==> config.mk <==
export PLATFORM = sky130hd
export DESIGN_NAME = term_mmio
export DESIGN_NICKNAME = d
export VERILOG_FILES = /design/src/rtl/term_pkg.sv /design/src/rtl/term_rst_sync.sv /design/src/rtl/term_rx_chan.sv /design/src/rtl/term_tx_chan.sv /design/src/rtl/term_mmio.sv
export SDC_FILE = /design/constraint.sdc
export NUM_CORES = 1
export LEC_CHECK = 0
export BUFFER_PORTS_ARGS = -buffer_cell sky130_fd_sc_hd__buf_2
export CAP_MARGIN = 30
export CELL_PAD_IN_SITES_DETAIL_PLACEMENT = 0
export CELL_PAD_IN_SITES_GLOBAL_PLACEMENT = 1
export CORE_ASPECT_RATIO = 0.6
export CORE_MARGIN = 3
export CORE_UTILIZATION = 28
export CTS_BUF_LIST = sky130_fd_sc_hd__clkbuf_4 sky130_fd_sc_hd__clkbuf_8
export DETAILED_ROUTE_END_ITERATION = 12
export GPL_ROUTABILITY_DRIVEN = 0
export GPL_TIMING_DRIVEN = 0
export MAX_ROUTING_LAYER = met4
export PLACE_DENSITY_LB_ADDON = 0.12
export RECOVER_POWER = 100
export REMOVE_ABC_BUFFERS = 1
export SLEW_MARGIN = 5
export SYNTH_ARGS = -nofsm -noshare
export SYNTH_HDL_FRONTEND = slang
export SYNTH_HIERARCHICAL = 1
export SYNTH_SLANG_ARGS = --single-unit
==> constraint.sdc <==
create_clock -name clk -period 1.21 [get_ports clk]
set_input_delay 0.1815 -clock clk [delete_from_list [all_inputs] [get_ports clk]]
set_output_delay 0.1815 -clock clk [all_outputs]
set_load 0.02 [all_outputs]
==> src/rtl/term_pkg.sv <==
package term_pkg;
  typedef enum logic [1:0] {
    IDX_RXCTL = 2'd0,
    IDX_RXDAT = 2'd1,
    IDX_TXCTL = 2'd2,
    IDX_TXDAT = 2'd3
  } reg_idx_t;

  localparam int BIT_RDY = 0;
  localparam int BIT_IE  = 1;
  localparam int BIT_OVR = 2;
endpackage

==> src/rtl/term_rst_sync.sv <==
module term_rst_sync #(
  parameter int STAGES = 2
) (
  input  logic clk,
  input  logic rst_n,
  output logic rst_q
);
  logic [STAGES-1:0] chain;

  always_ff @(posedge clk or negedge rst_n) begin
    if (!rst_n) chain <= '0;
    else        chain <= {chain[STAGES-2:0], 1'b1};
  end

  assign rst_q = chain[STAGES-1];
endmodule

==> src/rtl/term_rx_chan.sv <==
module term_rx_chan #(
  parameter int DW = 8
) (
  input  logic          clk,
  input  logic          rst_q,
  input  logic          in_valid,
  input  logic [DW-1:0] in_data,
  input  logic          ctl_wr,
  input  logic          ie_wdata,
  input  logic          ctl_rd,
  input  logic          dat_rd,
  output logic          ready,
  output logic          ie,
  output logic          ovr,
  output logic [DW-1:0] data
);
  logic ready_d, ie_d, ovr_d, ovr_hit;

  assign ovr_hit = in_valid && ready && !dat_rd;

  always_comb begin
    ready_d = ready;
    if (dat_rd)   ready_d = 1'b0;
    if (in_valid) ready_d = 1'b1;
    ovr_d = ovr;
    if (ctl_rd)   ovr_d = 1'b0;
    if (ovr_hit)  ovr_d = 1'b1;
    ie_d = ctl_wr ? ie_wdata : ie;
  end

  always_ff @(posedge clk or negedge rst_q) begin
    if (!rst_q) begin
      ready <= 1'b0;
      ie    <= 1'b0;
      ovr   <= 1'b0;
    end else begin
      ready <= ready_d;
      ie    <= ie_d;
      ovr   <= ovr_d;
    end
  end

  always_ff @(posedge clk or negedge rst_q) begin
    if (!rst_q)        data <= '0;
    else if (in_valid) data <= in_data;
  end

  // an arriving byte is held and flagged
  p_rx_arrive_r3: assert property (@(posedge clk) disable iff (!rst_q)
    in_valid |=> ready && (data == $past(in_data)));
  // a data read with no arrival consumes the byte
  p_rx_consume_r4: assert property (@(posedge clk) disable iff (!rst_q)
    dat_rd && !in_valid |=> !ready);
  // a control-only read keeps the flag
  p_rx_ctl_keep_r4: assert property (@(posedge clk) disable iff (!rst_q)
    ctl_rd && !dat_rd && !in_valid |=> ready == $past(ready));
  // overrun is marked and survives a concurrent clear
  p_rx_overrun_r5: assert property (@(posedge clk) disable iff (!rst_q)
    in_valid && ready && !dat_rd |=> ovr);
endmodule

==> src/rtl/term_tx_chan.sv <==
module term_tx_chan #(
  parameter int DW = 8
) (
  input  logic          clk,
  input  logic          rst_q,
  input  logic          wr_dat,
  input  logic [DW-1:0] wdata,
  input  logic          ctl_wr,
  input  logic          ie_wdata,
  input  logic          out_ready,
  output logic          ready,
  output logic          ie,
  output logic          out_valid,
  output logic [DW-1:0] out_data
);
  logic accept, done, ready_d, ie_d;

  assign accept = wr_dat && ready;
  assign done   = !ready && out_ready;

  always_comb begin
    ready_d = ready;
    if (accept) ready_d = 1'b0;
    if (done)   ready_d = 1'b1;
    ie_d = ctl_wr ? ie_wdata : ie;
  end

  always_ff @(posedge clk or negedge rst_q) begin
    if (!rst_q) begin
      ready <= 1'b1;
      ie    <= 1'b0;
    end else begin
      ready <= ready_d;
      ie    <= ie_d;
    end
  end

  always_ff @(posedge clk or negedge rst_q) begin
    if (!rst_q)      out_data <= '0;
    else if (accept) out_data <= wdata;
  end

  assign out_valid = !ready;

  // an accepted write launches its byte
  p_tx_launch_r6: assert property (@(posedge clk) disable iff (!rst_q)
    wr_dat && ready |=> out_valid && (out_data == $past(wdata)));
  // a pending byte is held until taken
  p_tx_hold_r7: assert property (@(posedge clk) disable iff (!rst_q)
    out_valid && !out_ready |=> out_valid && $stable(out_data));
  // the handshake restores ready
  p_tx_done_r8: assert property (@(posedge clk) disable iff (!rst_q)
    out_valid && out_ready |=> ready && !out_valid);
endmodule

==> src/rtl/term_mmio.sv <==
module term_mmio #(
  parameter int              AW        = 32,
  parameter int              XW        = 32,
  parameter int              DW        = 8,
  parameter logic [AW-1:0]   BASE_ADDR = 32'hFFFF_0000
) (
  input  logic          clk,
  input  logic          rst_n,
  input  logic          bus_sel,
  input  logic          bus_we,
  input  logic [AW-1:0] bus_addr,
  input  logic [XW-1:0] bus_wdata,
  output logic [XW-1:0] bus_rdata,
  input  logic          kb_valid,
  input  logic [DW-1:0] kb_data,
  output logic          disp_valid,
  output logic [DW-1:0] disp_data,
  input  logic          disp_ready,
  output logic          irq
);
  import term_pkg::*;

  localparam int CTLW = 3;

  logic           rst_q;
  logic           hit;
  reg_idx_t       idx;
  logic           rd, wr;
  logic           rx_ready, rx_ie, rx_ovr, tx_ready, tx_ie;
  logic [DW-1:0]  rx_data;
  logic           unused_bits;

  term_rst_sync #(.STAGES(2)) u_rst (
    .clk(clk), .rst_n(rst_n), .rst_q(rst_q)
  );

  assign hit = (bus_addr[AW-1:4] == BASE_ADDR[AW-1:4]);
  assign idx = reg_idx_t'(bus_addr[3:2]);
  assign rd  = bus_sel && !bus_we && hit;
  assign wr  = bus_sel &&  bus_we && hit;
  assign unused_bits = ^{bus_addr[1:0], bus_wdata[XW-1:DW], BASE_ADDR[3:0]};

  term_rx_chan #(.DW(DW)) u_rx (
    .clk(clk), .rst_q(rst_q),
    .in_valid(kb_valid), .in_data(kb_data),
    .ctl_wr(wr && idx == IDX_RXCTL), .ie_wdata(bus_wdata[BIT_IE]),
    .ctl_rd(rd && idx == IDX_RXCTL), .dat_rd(rd && idx == IDX_RXDAT),
    .ready(rx_ready), .ie(rx_ie), .ovr(rx_ovr), .data(rx_data)
  );

  term_tx_chan #(.DW(DW)) u_tx (
    .clk(clk), .rst_q(rst_q),
    .wr_dat(wr && idx == IDX_TXDAT), .wdata(bus_wdata[DW-1:0]),
    .ctl_wr(wr && idx == IDX_TXCTL), .ie_wdata(bus_wdata[BIT_IE]),
    .out_ready(disp_ready),
    .ready(tx_ready), .ie(tx_ie), .out_valid(disp_valid), .out_data(disp_data)
  );

  always_comb begin
    bus_rdata = '0;
    if (bus_sel && !bus_we && hit) begin
      unique case (idx)
        IDX_RXCTL: bus_rdata = {{(XW-CTLW){1'b0}}, rx_ovr, rx_ie, rx_ready};
        IDX_RXDAT: bus_rdata = {{(XW-DW){1'b0}}, rx_data};
        IDX_TXCTL: bus_rdata = {{(XW-CTLW){1'b0}}, 1'b0, tx_ie, tx_ready};
        IDX_TXDAT: bus_rdata = '0;
      endcase
    end
  end

  assign irq = (rx_ie && rx_ready) || (tx_ie && tx_ready);

  // no enable, no request
  p_irq_quiet_r10: assert property (@(posedge clk) disable iff (!rst_q)
    !rx_ie && !tx_ie |-> !irq);
  // a miss never returns data
  p_miss_zero_r2: assert property (@(posedge clk) disable iff (!rst_q)
    bus_sel && !hit |-> bus_rdata == '0);
endmodule

==> reports/summary.txt <==
H-tree depth: 1
cells on worst reg2reg path: 3
fin cells: 260
Power Dens Cells: 766.0 nW/um2
pin count of the biggest net entering global routing: 22
setup_tns: -3559 ps
CTS Buf Count: 3
Detailed Route WL: 3472 um
clk_lat worst skew: 270 ps
Arrival @ worst endpoint: 1260 ps
simple logic cell fraction of the synthesized area: 0.2152
fmax: 695.1 MHz
# IOs: 120
Max Cap Viol: 0
initial antenna violation count: 0
Synth Area in XOR/XNOR: 0
Syn. warnings: 6
synth top area cells: dfrtp_1, mux2_4, buf_4
Inserted Diodes: 0
Initial Util: 0.3051
DRC violations left: 0
worst slew pin tran: 851.6 ps
multiplexer share of the synthesized area: 0.1998
Final min period: 1439 ps
global route overflow: 0
full die area: 6165 um2
DR vias/cell: 4.258
end of the worst register-to-register path: u_tx/out_data[3]
dpl ws: -901.0 ps
Worst Setup Start Kind: input pin
CP delay by family, top: simple AND/OR/NAND/NOR gates
Avg WL per Cell: 13.35 um
Routed Antenna Nets: 0
CTS tree: done
DP HPWL: 2605 um
failing checks: negative setup slack
fin. max-slew vios: 0
Final Setup Violations: 20
number of synthesized register bits: 23
area of the multi-input gates: 830.8 um2
Netlist cell types: 35
cell accounting for the most synthesized area: dfrtp_1
beginning of the worst hold path: kb_data[0]
CP Cell Sequence: buf_8 > nor4_4 > nand4_4 > buf_12 > nor3_4 > buf_6
kind of end point of the critical path: output port
reg-to-reg setup timing slack: -30 ps
main combinational cell family by area after synthesis: simple AND/OR/NAND/NOR gates
Die W: 99.39 um
peak supply drop: 0.3870 mV
CTS Root Cell: clkbuf_8
Tot GR Track Use: 0.1136
status: finished, violations left
slowest stage delay, CP: 310 ps
final setup skew: 6.685 ps
Crit path depth: 6
Die Height: 62.03 um
Post-Synth Adder-Cell Area: 0
CP Buf/Inv Count: 3
Fin. Hold Viols: 0
worst setup margin: -228.7 ps
share of the synthesized area in the top cell type: 0.3757
commonest cells after routing, fill and taps aside: buf_2, conb_1, dfrtp_1
Seq/Total Area, Yosys: 0.3937
1st-iter DRT viols: 15
Layout area overhead: 42.10%
reg2reg start: u_tx/ready
core box area: 4802 um2
Nets: 276
drt first pass iters: 4
crit path to: bus_rdata[1]
critical path fanouts, max: 7
Critical-path top delay cell: nor4_4
Storage cell area: 576.8 um2
Mapped Avg Cell Area: 12.42 um2
Worst-path clk slew: 80 ps
share of layout cells above drive strength 1: 0.5635
cell leakage power: 1.055 nW
clock sink total: 23
Hold Path Class: in -> reg
maximum clock insertion buffer count: 2
cells after synthesis: 118
port bufs: 69
Synth Cell Area: 1465 um2
vias in the first global route: 1120
row count: 19
Worst EP required: 1030 ps
Worst Setup Path Type: in -> out
RSZ-0062 raised after global routing: true
commonest non-fill, non-tap cell in the layout: buf_2
first-pass GRT wire length: 5257 um
Synth Area in Compound Gates: 0.03416
Filler cells: 484
final worst path period share: 1.189
Slew Limit Headroom: 0.4322
vias: 1107
Inst Count DP: 245
crit path from: bus_addr[11]
==> cell usage after synthesis <==
| cell | count |
|---|---|
| a21o_2 | 1 |
| a22o_1 | 1 |
| a2bb2oi_1 | 2 |
| a32o_1 | 1 |
| and3_1 | 2 |
| and3b_1 | 1 |
| and4_1 | 2 |
| and4b_1 | 1 |
| buf_2 | 1 |
| buf_4 | 24 |
| buf_6 | 2 |
| clkbuf_1 | 1 |
| conb_1 | 2 |
| dfrtp_1 | 22 |
| dfstp_2 | 1 |
| inv_1 | 3 |
| mux2_2 | 2 |
| mux2_4 | 16 |
| mux2i_1 | 3 |
| nand2_1 | 6 |
| nand2_4 | 1 |
| nand2b_1 | 1 |
| nand4_1 | 1 |
| nand4_2 | 1 |
| nand4_4 | 1 |
| nor2b_1 | 2 |
| nor3_1 | 2 |
| nor3_2 | 6 |
| nor3b_2 | 1 |
| nor4_1 | 2 |
| nor4_2 | 2 |
| nor4_4 | 1 |
| nor4b_1 | 1 |
| nor4b_4 | 1 |
| o21ai_0 | 1 |
==> worst reg2reg max path, cell delays in order (launching register included) <==
cell	delay, ps
dfstp_2	570
buf_6	130
nand2_4	110
mux2_4	320
==> worst min path at each step <==
| stage | endpoint | slack [ps] | depth (start not counted) |
|---|---|---|---|
| 2_1_floorplan | u_rst/chain[0] | -110 | 0 |
| 3_3_place_gp | u_rst/chain[1] | -30 | 1 |
| 3_5_place_dp | u_rst/chain[0] | -30 | 1 |
| 4_1_cts | u_rx/data[6] | 130 | 2 |
| 5_1_grt | u_rx/data[2] | 120 | 2 |
| 6_report | u_rx/data[0] | 130 | 2 |
==> per-stage QoR <==
step	cell area (um2)	total power [mW]	hold WS (ps)	util
6_report	2082	1.595	131.9	0.4336
3_5_place_dp	1764	1.103	-31.81	0.3674
2_1_floorplan	1340	0.9814	-114.1	-
4_1_cts	2051	1.635	131.6	0.4270
5_1_grt	2082	1.681	121.6	0.4336
3_3_place_gp	1764	1.095	-33.46	0.3674
==> cell families (layout without fill, tap and decap cells) <==
group                  after synthesis  after routing
and+or+nand+nor                     35             35
buffers and inverters               31             87
DFF                                 23             23
muxes                               21             21
AOI/OAI and AO/OA                    6              6
other                                2             25
==> what timing repair did <==
action	4_1_cts	5_1_grt
buffers inserted	7	3
gates resized for setup	30	13
hold buffers	1	0
setup endpoints to repair	23	22
pin swaps	16	5
hold endpoints to repair	2	0
==> sequential cells by signal, indices dropped and copies added, names as in the netlist <==
name and count:
u_rst/chain 2, u_rx/data 8, u_rx/ie 1, u_rx/ovr 1, u_rx/ready 1, u_tx/ie 1
u_tx/out_data 8, u_tx/ready 1
==> per-layer routing <==
metal	track usage	vias to the layer above	share of wire
met1	0.1425	524	0.43
li1	-	526	-
met3	0.03122	6	0.079
met4	0.04086	0	0.016
met5	-	-	0
met2	0.1794	51	0.47
==> area by class of cell <==
| cell class | instances | area share |
|---|---|---|
| Multi-Input combinational cell | 87 | 0.3990 |
| Sequential cell | 23 | 0.2770 |
| Timing Repair Buffer | 80 | 0.2560 |
| Tap cell | 63 | 0.03786 |
| Clock buffer | 3 | 0.01983 |
| Inverter | 3 | 0.006611 |
| Clock inverter | 1 | 0.003606 |
==> where the power goes <==
part	total (mW)	internal (mW)	switching [mW]
registers	0.826	0.798	0.0282
logic	0.288	0.131	0.157
clock network	0.481	0.233	0.248
total	1.59	1.16	0.432
Note: power is estimated with default switching activity, not from simulation.
